==> src/rtl/pswap_pkg.sv <==
package pswap_pkg;

    typedef enum logic [1:0] {
        FORM_SWAP     = 2'd0,
        FORM_NEG_HI   = 2'd1,
        FORM_NEG_LO   = 2'd2,
        FORM_SWAP_ALT = 2'd3
    } form_e;

    localparam int DEF_HALF_W = 32;
    localparam int DEF_EXP_W  = 17;

endpackage

==> src/rtl/pswap_halves.sv <==
module pswap_halves
    import pswap_pkg::*;
#(
    parameter int HALF_W = DEF_HALF_W,
    localparam int SIG_W = 2 * HALF_W
) (
    input  form_e              form,
    input  logic [SIG_W-1:0]   sig_a,
    input  logic [SIG_W-1:0]   sig_b,
    output logic [SIG_W-1:0]   sig_y
);

    // word 1 (upper) <- low word of sig_b ; word 0 (lower) <- high word of sig_a
    for (genvar h = 0; h < 2; h++) begin : g_word
        logic [HALF_W-1:0] pick;
        logic              flip;
        if (h == 1) begin : g_upper
            assign pick = sig_b[HALF_W-1:0];
            assign flip = (form == FORM_NEG_HI);
        end else begin : g_lower
            assign pick = sig_a[SIG_W-1:HALF_W];
            assign flip = (form == FORM_NEG_LO);
        end
        assign sig_y[h*HALF_W +: HALF_W] = {pick[HALF_W-1] ^ flip, pick[HALF_W-2:0]};
    end

endmodule

==> src/rtl/pswap_result.sv <==
module pswap_result #(
    parameter int              HALF_W  = 32,
    parameter int              EXP_W   = 17,
    parameter logic [EXP_W-1:0] INT_EXP = 17'h1003E,
    parameter logic [EXP_W-1:0] NAT_EXP = 17'h1FFFE,
    localparam int SIG_W = 2 * HALF_W,
    localparam int REG_W = 1 + EXP_W + SIG_W
) (
    input  logic             nat_a,
    input  logic             nat_b,
    input  logic [SIG_W-1:0] sig,
    output logic [REG_W-1:0] data,
    output logic             nat
);

    always_comb begin
        nat = nat_a | nat_b;
        if (nat) begin
            data = {1'b0, NAT_EXP, {SIG_W{1'b0}}};
        end else begin
            data = {1'b0, INT_EXP, sig};
        end
    end

endmodule

==> src/rtl/pswap_fault.sv <==
module pswap_fault (
    input  logic       pred,
    input  logic       dst_bad,
    input  logic [2:0] dis_vec,
    output logic       f_ill,
    output logic       f_dis,
    output logic       wr_ok
);

    // target legality is checked before register disables
    always_comb begin
        f_ill = pred & dst_bad;
        f_dis = pred & ~dst_bad & (|dis_vec);
        wr_ok = pred & ~f_ill & ~f_dis;
    end

endmodule

==> src/rtl/pswap_unit.sv <==
module pswap_unit
    import pswap_pkg::*;
#(
    parameter int               HALF_W  = DEF_HALF_W,
    parameter int               EXP_W   = DEF_EXP_W,
    parameter logic [EXP_W-1:0] INT_EXP = 17'h1003E,
    parameter logic [EXP_W-1:0] NAT_EXP = 17'h1FFFE,
    localparam int SIG_W = 2 * HALF_W,
    localparam int REG_W = 1 + EXP_W + SIG_W
) (
    input  logic             clk,
    input  logic             rst_n,
    input  logic             in_valid,
    input  logic             pred,
    input  logic [1:0]       form,
    input  logic [REG_W-1:0] src_a,
    input  logic             src_a_nat,
    input  logic [REG_W-1:0] src_b,
    input  logic             src_b_nat,
    input  logic             dst_dis,
    input  logic             src_a_dis,
    input  logic             src_b_dis,
    input  logic             dst_bad,
    output logic             out_valid,
    output logic             wr_en,
    output logic [REG_W-1:0] wr_data,
    output logic             wr_nat,
    output logic             fault_dis,
    output logic             fault_ill
);

    typedef struct packed {
        logic             valid;
        logic             wr_en;
        logic             f_dis;
        logic             f_ill;
        logic             nat;
        logic [REG_W-1:0] data;
    } stage_t;

    stage_t st_d, st_q;

    logic [SIG_W-1:0] sig_sw;
    logic [REG_W-1:0] res_data;
    logic             res_nat;
    logic             f_ill, f_dis, wr_ok;

    pswap_halves #(.HALF_W(HALF_W)) u_halves (
        .form  (form_e'(form)),
        .sig_a (src_a[SIG_W-1:0]),
        .sig_b (src_b[SIG_W-1:0]),
        .sig_y (sig_sw)
    );

    pswap_result #(
        .HALF_W (HALF_W),
        .EXP_W  (EXP_W),
        .INT_EXP(INT_EXP),
        .NAT_EXP(NAT_EXP)
    ) u_result (
        .nat_a (src_a_nat),
        .nat_b (src_b_nat),
        .sig   (sig_sw),
        .data  (res_data),
        .nat   (res_nat)
    );

    pswap_fault u_fault (
        .pred    (pred),
        .dst_bad (dst_bad),
        .dis_vec ({dst_dis, src_a_dis, src_b_dis}),
        .f_ill   (f_ill),
        .f_dis   (f_dis),
        .wr_ok   (wr_ok)
    );

    always_comb begin
        st_d       = st_q;
        st_d.valid = in_valid;
        st_d.wr_en = in_valid & wr_ok;
        st_d.f_dis = in_valid & f_dis;
        st_d.f_ill = in_valid & f_ill;
        if (in_valid) begin
            st_d.nat  = res_nat;
            st_d.data = res_data;
        end
    end

    always_ff @(posedge clk or negedge rst_n) begin
        if (!rst_n) begin
            st_q <= '0;
        end else begin
            st_q <= st_d;
        end
    end

    assign out_valid = st_q.valid;
    assign wr_en     = st_q.wr_en;
    assign fault_dis = st_q.f_dis;
    assign fault_ill = st_q.f_ill;
    assign wr_nat    = st_q.nat;
    assign wr_data   = st_q.data;

endmodule

==> config.mk <==
export PLATFORM = sky130hd
export DESIGN_NAME = pswap_unit
export DESIGN_NICKNAME = d
export VERILOG_FILES = /design/src/rtl/pswap_pkg.sv /design/src/rtl/pswap_halves.sv /design/src/rtl/pswap_result.sv /design/src/rtl/pswap_fault.sv /design/src/rtl/pswap_unit.sv
export SDC_FILE = /design/constraint.sdc
export NUM_CORES = 1
export LEC_CHECK = 0
export BUFFER_PORTS_ARGS = -buffer_cell sky130_fd_sc_hd__buf_2
export CORE_AREA = 3 3 101 103
export CTS_CLUSTER_SIZE = 10
export DETAILED_ROUTE_END_ITERATION = 10
export DIE_AREA = 0 0 104 106
export GPL_TIMING_DRIVEN = 0
export SYNTH_ARGS = -nofsm -noshare
export SYNTH_HDL_FRONTEND = slang
export SYNTH_SLANG_ARGS = --single-unit
export TNS_END_PERCENT = 50
==> constraint.sdc <==
create_clock -name clk -period 1.5 [get_ports clk]
set_input_delay 0.075 -clock clk [delete_from_list [all_inputs] [get_ports clk]]
set_output_delay 0.075 -clock clk [all_outputs]
set_load 0.02 [all_outputs]
== After elaboration in Yosys (flattened, before gate mapping) ==
Cells that the tools add are included.

* Register bits: 87
* Bits in latches: 0
* Memory bits (writable): 0
* Bits in read-only memories: 0
* Bits of input ports: 176
* Output and inout bits: 87
* Logic and storage cells: 24
* Memories: 0

* Add/sub/neg operators: 0
* $mul: 0
* Divide/modulo/power cells: 0
* $lt $le $gt $ge: 0
* Eq/ne operators: 2
* Shift operators: 0
* Multiplexer cells: 1
* Bitwise gates (word level): 14
* Reductions and logical operators: 1

{| class="wikitable"
|+ Operators by type and width
! kind !! number
|-
| $mux W80 || 1
|-
| $and A1 B1 Y1 || 8
|-
| $not A1 Y1 || 3
|-
| $reduce_or A3 Y1 || 1
|-
| $eq A2 B1 Y1 const B || 1
|-
| $eq A2 B2 Y1 const B || 1
|-
| $xor A1 B1 Y1 || 2
|-
| $or A1 B1 Y1 || 1
|}

== Longest topological paths before layout ==
* Depth in word-level cells: 6
* Gate-level depth with buffers: 5
* Mapped depth without buffers: 3

== By module ==
A second synthesis with hierarchy kept.

* Cell total of the unflattened synthesis: 353
* Area total of the unflattened synthesis: 4914.7 um^2

{| class="wikitable"
|+ By module, submodules not included
! module !! instances !! cells an instance !! area an instance (um^2)
|-
| pswap_unit || 1 || 183 || 3357.0
|-
| pswap_result || 1 || 99 || 1021.0
|-
| pswap_halves || 1 || 66 || 495.5
|-
| pswap_fault || 1 || 5 || 41.3
|}

== Worst setup path after synthesis ==
OpenSTA, ideal clock, no wires.

* Path kind: reg2reg
* From: register wr_data[69] (netlist name)
* To: register st_q (netlist bit wr_data[69])
* Arrival: 772 ps
* Data required time: 1373 ps
* Slack: 600 ps
* Stages on the path, launching flop included: 2
* Buffers on the path: 0
* Cells stage by stage: dfrtp_1 > or2_2

{| class="wikitable"
|+ RTL lines
! what !! RTL line !! RTL
|-
| end signal: assignment || pswap_unit.sv:93 || <nowiki>st_q <= st_d;</nowiki>
|-
| end: declaration || pswap_unit.sv:41 || <nowiki>stage_t st_d, st_q;</nowiki>
|}

== Worst setup path in the final report ==
* From: input port in_valid
* To: register st_q (netlist bit wr_data[53])

{| class="wikitable"
|+ RTL lines
! what !! RTL line !! RTL
|-
| start: declaration || pswap_unit.sv:13 || <nowiki>input logic in_valid,</nowiki>
|}

No word-level cell between the ends.

==> flow_summary.ini <==
[clock_network]
cts_tree = done
cts.sinks = 70
cts_buffers = 9
cts_max_path_buffers = 2
h-tree-depth = 3
worst_skew_pair.late_latency_ps = 330
root_buffer = clkbuf_8
clkTransAtPathRegs_ps = 70

[setup_path]
critPathRequiredTime_ps = 1760
crit_fanout = 10
endpoint_kind = flip-flop
crit_type = in -> reg
critical_path_arrival_ps = 1700
cp-start-kind = input pin

[grt]
grt_max_degree = 71
grt_pass1_vias = 2662
grtUsageTotal_pct = 15.64
grt_first_pass_wirelength_um = 13740
grt_overflow = 0
antenna_found_initial = 0

[power]
power_density_mw_per_mm2 = 984.8
max-vdd-ir-drop_uv = 513.9
p_leak_nw = 2.416

[run_status]
status = complete, no violations

[synthesis]
syn-cell-area_mm2 = 0.002626
synth_cell_type_count = 17
ys_warn_count = 0
avgSynthCellArea_um2 = 14.59
ys_seq_area_share_pct = 66.70
ys_top_cells_by_area = dfrtp_1 (67%), a22o_1 (21%), buf_4 (5.1%)
yosysTopAreaCell = dfrtp_1
synth_top_area_share_pct = 66.70
synthCells = 180
ys_ff_latch = 70

[sta]
hold_slack_ps = 35.91
period_share_pct = 96.00
worst_pin_slew_ps = 873.5
slew_headroom_pct = 41.77
fmax_mhz = 694.5
rsz0062_at_grt = true
skew_ps = 0
fin_crit_ps = 1440
setup-violations-final = 0
slew_violations = 0
hold_viol = 0

[min_path]
hp-class = in -> reg

[cells_and_area]
area_growth_pct = 70.37
seq_area_mm2 = 0.001752
fin_nets = 595
multiInputGateArea_um2 = 649.4
drive_gt1_share_pct = 48.58
instances_no_fill = 553
diodes = 0
fillers = 838

[route]
via_per_inst = 4.362
drtPass1Iterations = 4
wl_per_cell_um = 14.89
wl_um = 8236
ant_nets = 0
vias = 2412
drt-initial-drc-count = 91
drc_errors = 0

[place]
gp_congestion = 0.7489
place_inst = 470
place_hpwl_um = 5381
port_buffers = 160

[flow_run]
drv_cap = 0

[floorplanning]
coreArea_mm2 = 0.009284
die_w_um = 104
initial_utilization_pct = 28.29
num_rows = 35
ios = 263
die_area_mm2 = 0.01102
dieHeight_um = 106
-- power breakdown --
group	internal (mW)	leakage [nW]	total, mW	switching [mW]
combinational	0.391	1.38	0.793	0.402
sequential	1.99	0.935	2.05	0.0622
clock	0.859	0.106	1.56	0.705
total	3.24	2.42	4.41	1.17
-- path summary, 6_finish.rpt --
kind	endpoint	cells past startpoint	start	slack, ps
setup / recovery	wr_data[53]	6	in_valid	60
hold / removal	wr_en	3	src_b_dis	40
setup reg to reg	wr_data[69]	1	wr_data[69]	650
hold reg to reg	wr_data[63]	1	wr_data[63]	510
max in group asynchronous	wr_data[41]	2	rst_n	520
min in group asynchronous	wr_data[50]	2	rst_n	410
-- what timing repair did --
action                                 in CTS  in global routing
hold buffers                               67                  0
setup endpoints to repair                   0                 46
endpoints found under the hold margin     136                  0
buffers inserted                            0                  0
gates resized for setup                     0                  5
-- routing by layer --
layer / up-vias / global-route usage [%] / part of all wire (%)
met5: - / 0 / 0
met4: 0 / 6.268 / 2.0
met3: 16 / 6.436 / 11
met2: 146 / 24.19 / 44
met1: 1123 / 19.47 / 43
li1: 1127 / - / -
-- cell usage in the layout, fill, tap and decap left out --
| cell type | n |
|---|---|
| buf_1 | 3 |
| bufinv_16 | 1 |
| clkinvlp_4 | 1 |
| nor2_1 | 2 |
| buf_4 | 19 |
| nand2b_1 | 2 |
| nor3b_1 | 1 |
| clkbuf_2 | 1 |
| dfrtp_1 | 70 |
| buf_2 | 162 |
| xnor2_1 | 2 |
| clkinv_2 | 2 |
| conb_1 | 2 |
| nand2_1 | 1 |
| dlygate4sd3_1 | 67 |
| inv_2 | 1 |
| clkbuf_1 | 1 |
| nor3_2 | 1 |
| nor3_1 | 2 |
| clkbuf_8 | 11 |
| and3_1 | 1 |
| a22o_1 | 64 |
| or2_2 | 1 |
| buf_6 | 5 |
| inv_6 | 1 |
-- synthesized netlist by cell type (all sizes together) --
master / instances
nor3: 3
clkbuf: 5
or2: 1
and3: 1
nand2b: 2
nor3b: 1
nor2: 2
conb: 1
inv: 1
a22o: 64
dfrtp: 70
buf: 26
nand2: 1
xnor2: 2
-- worst max-delay path: stages --
cell and delay, ps:
dlygate4sd3_1 530, buf_2 160, inv_2 60, buf_2 240, buf_1 390, a22o_1 240
-- kinds of logic (layout without fill, tap and decap cells) --
| logic type | count (synthesis) | after routing | share of synthesized area [%] |
|---|---|---|---|
| AOI/OAI and AO/OA | 64 | 64 | 21.34 |
| xor gates and xnor gates | 2 | 2 | 0.6671 |
| buffers and inverters | 32 | 275 | 8.718 |
| DFF | 70 | 70 | 66.70 |
| other | 1 | 2 | 0.1428 |
| and+or+nand+nor | 11 | 11 | 2.430 |
-- sequential cells by signal, summed over array words and instances, names as in the netlist --
| name | flops |
|---|---|
| fault_dis | 1 |
| wr_data | 66 |
| fault_ill | 1 |
| out_valid | 1 |
| wr_en | 1 |
-- cell type report --
| cell class | instances | area share (%) |
|---|---|---|
| buffer | 31 | 5.062 |
| clock buffer | 11 | 3.384 |
| clock inverter | 5 | 1.258 |
| inverter | 1 | 0.08389 |
| multi-input combinational | 79 | 14.51 |
| sequential | 70 | 39.15 |
| tap | 129 | 3.607 |
| timing repair buffer | 227 | 32.94 |
-- per-stage QoR --
| stage | utilization [%] | area [µm²] | total power, mW | TNS (ps) | worst slack (ps) |
|---|---|---|---|---|---|
| 2_1_floorplan | - | 2630 | 2.427 | 0 | 600.3 |
| 3_3_place_gp | 38.69 | 3592 | 2.735 | -53.04 | -3.605 |
| 3_5_place_dp | 38.72 | 3595 | 2.744 | 0 | 247.3 |
| 4_1_cts | 48.18 | 4473 | 4.472 | 0 | 76.71 |
| 5_1_grt | 48.19 | 4474 | 4.630 | -331.5 | -29.87 |
| 6_report | 48.19 | 4474 | 4.406 | 0 | 60.03 |
(Power assumes the default switching activity.)
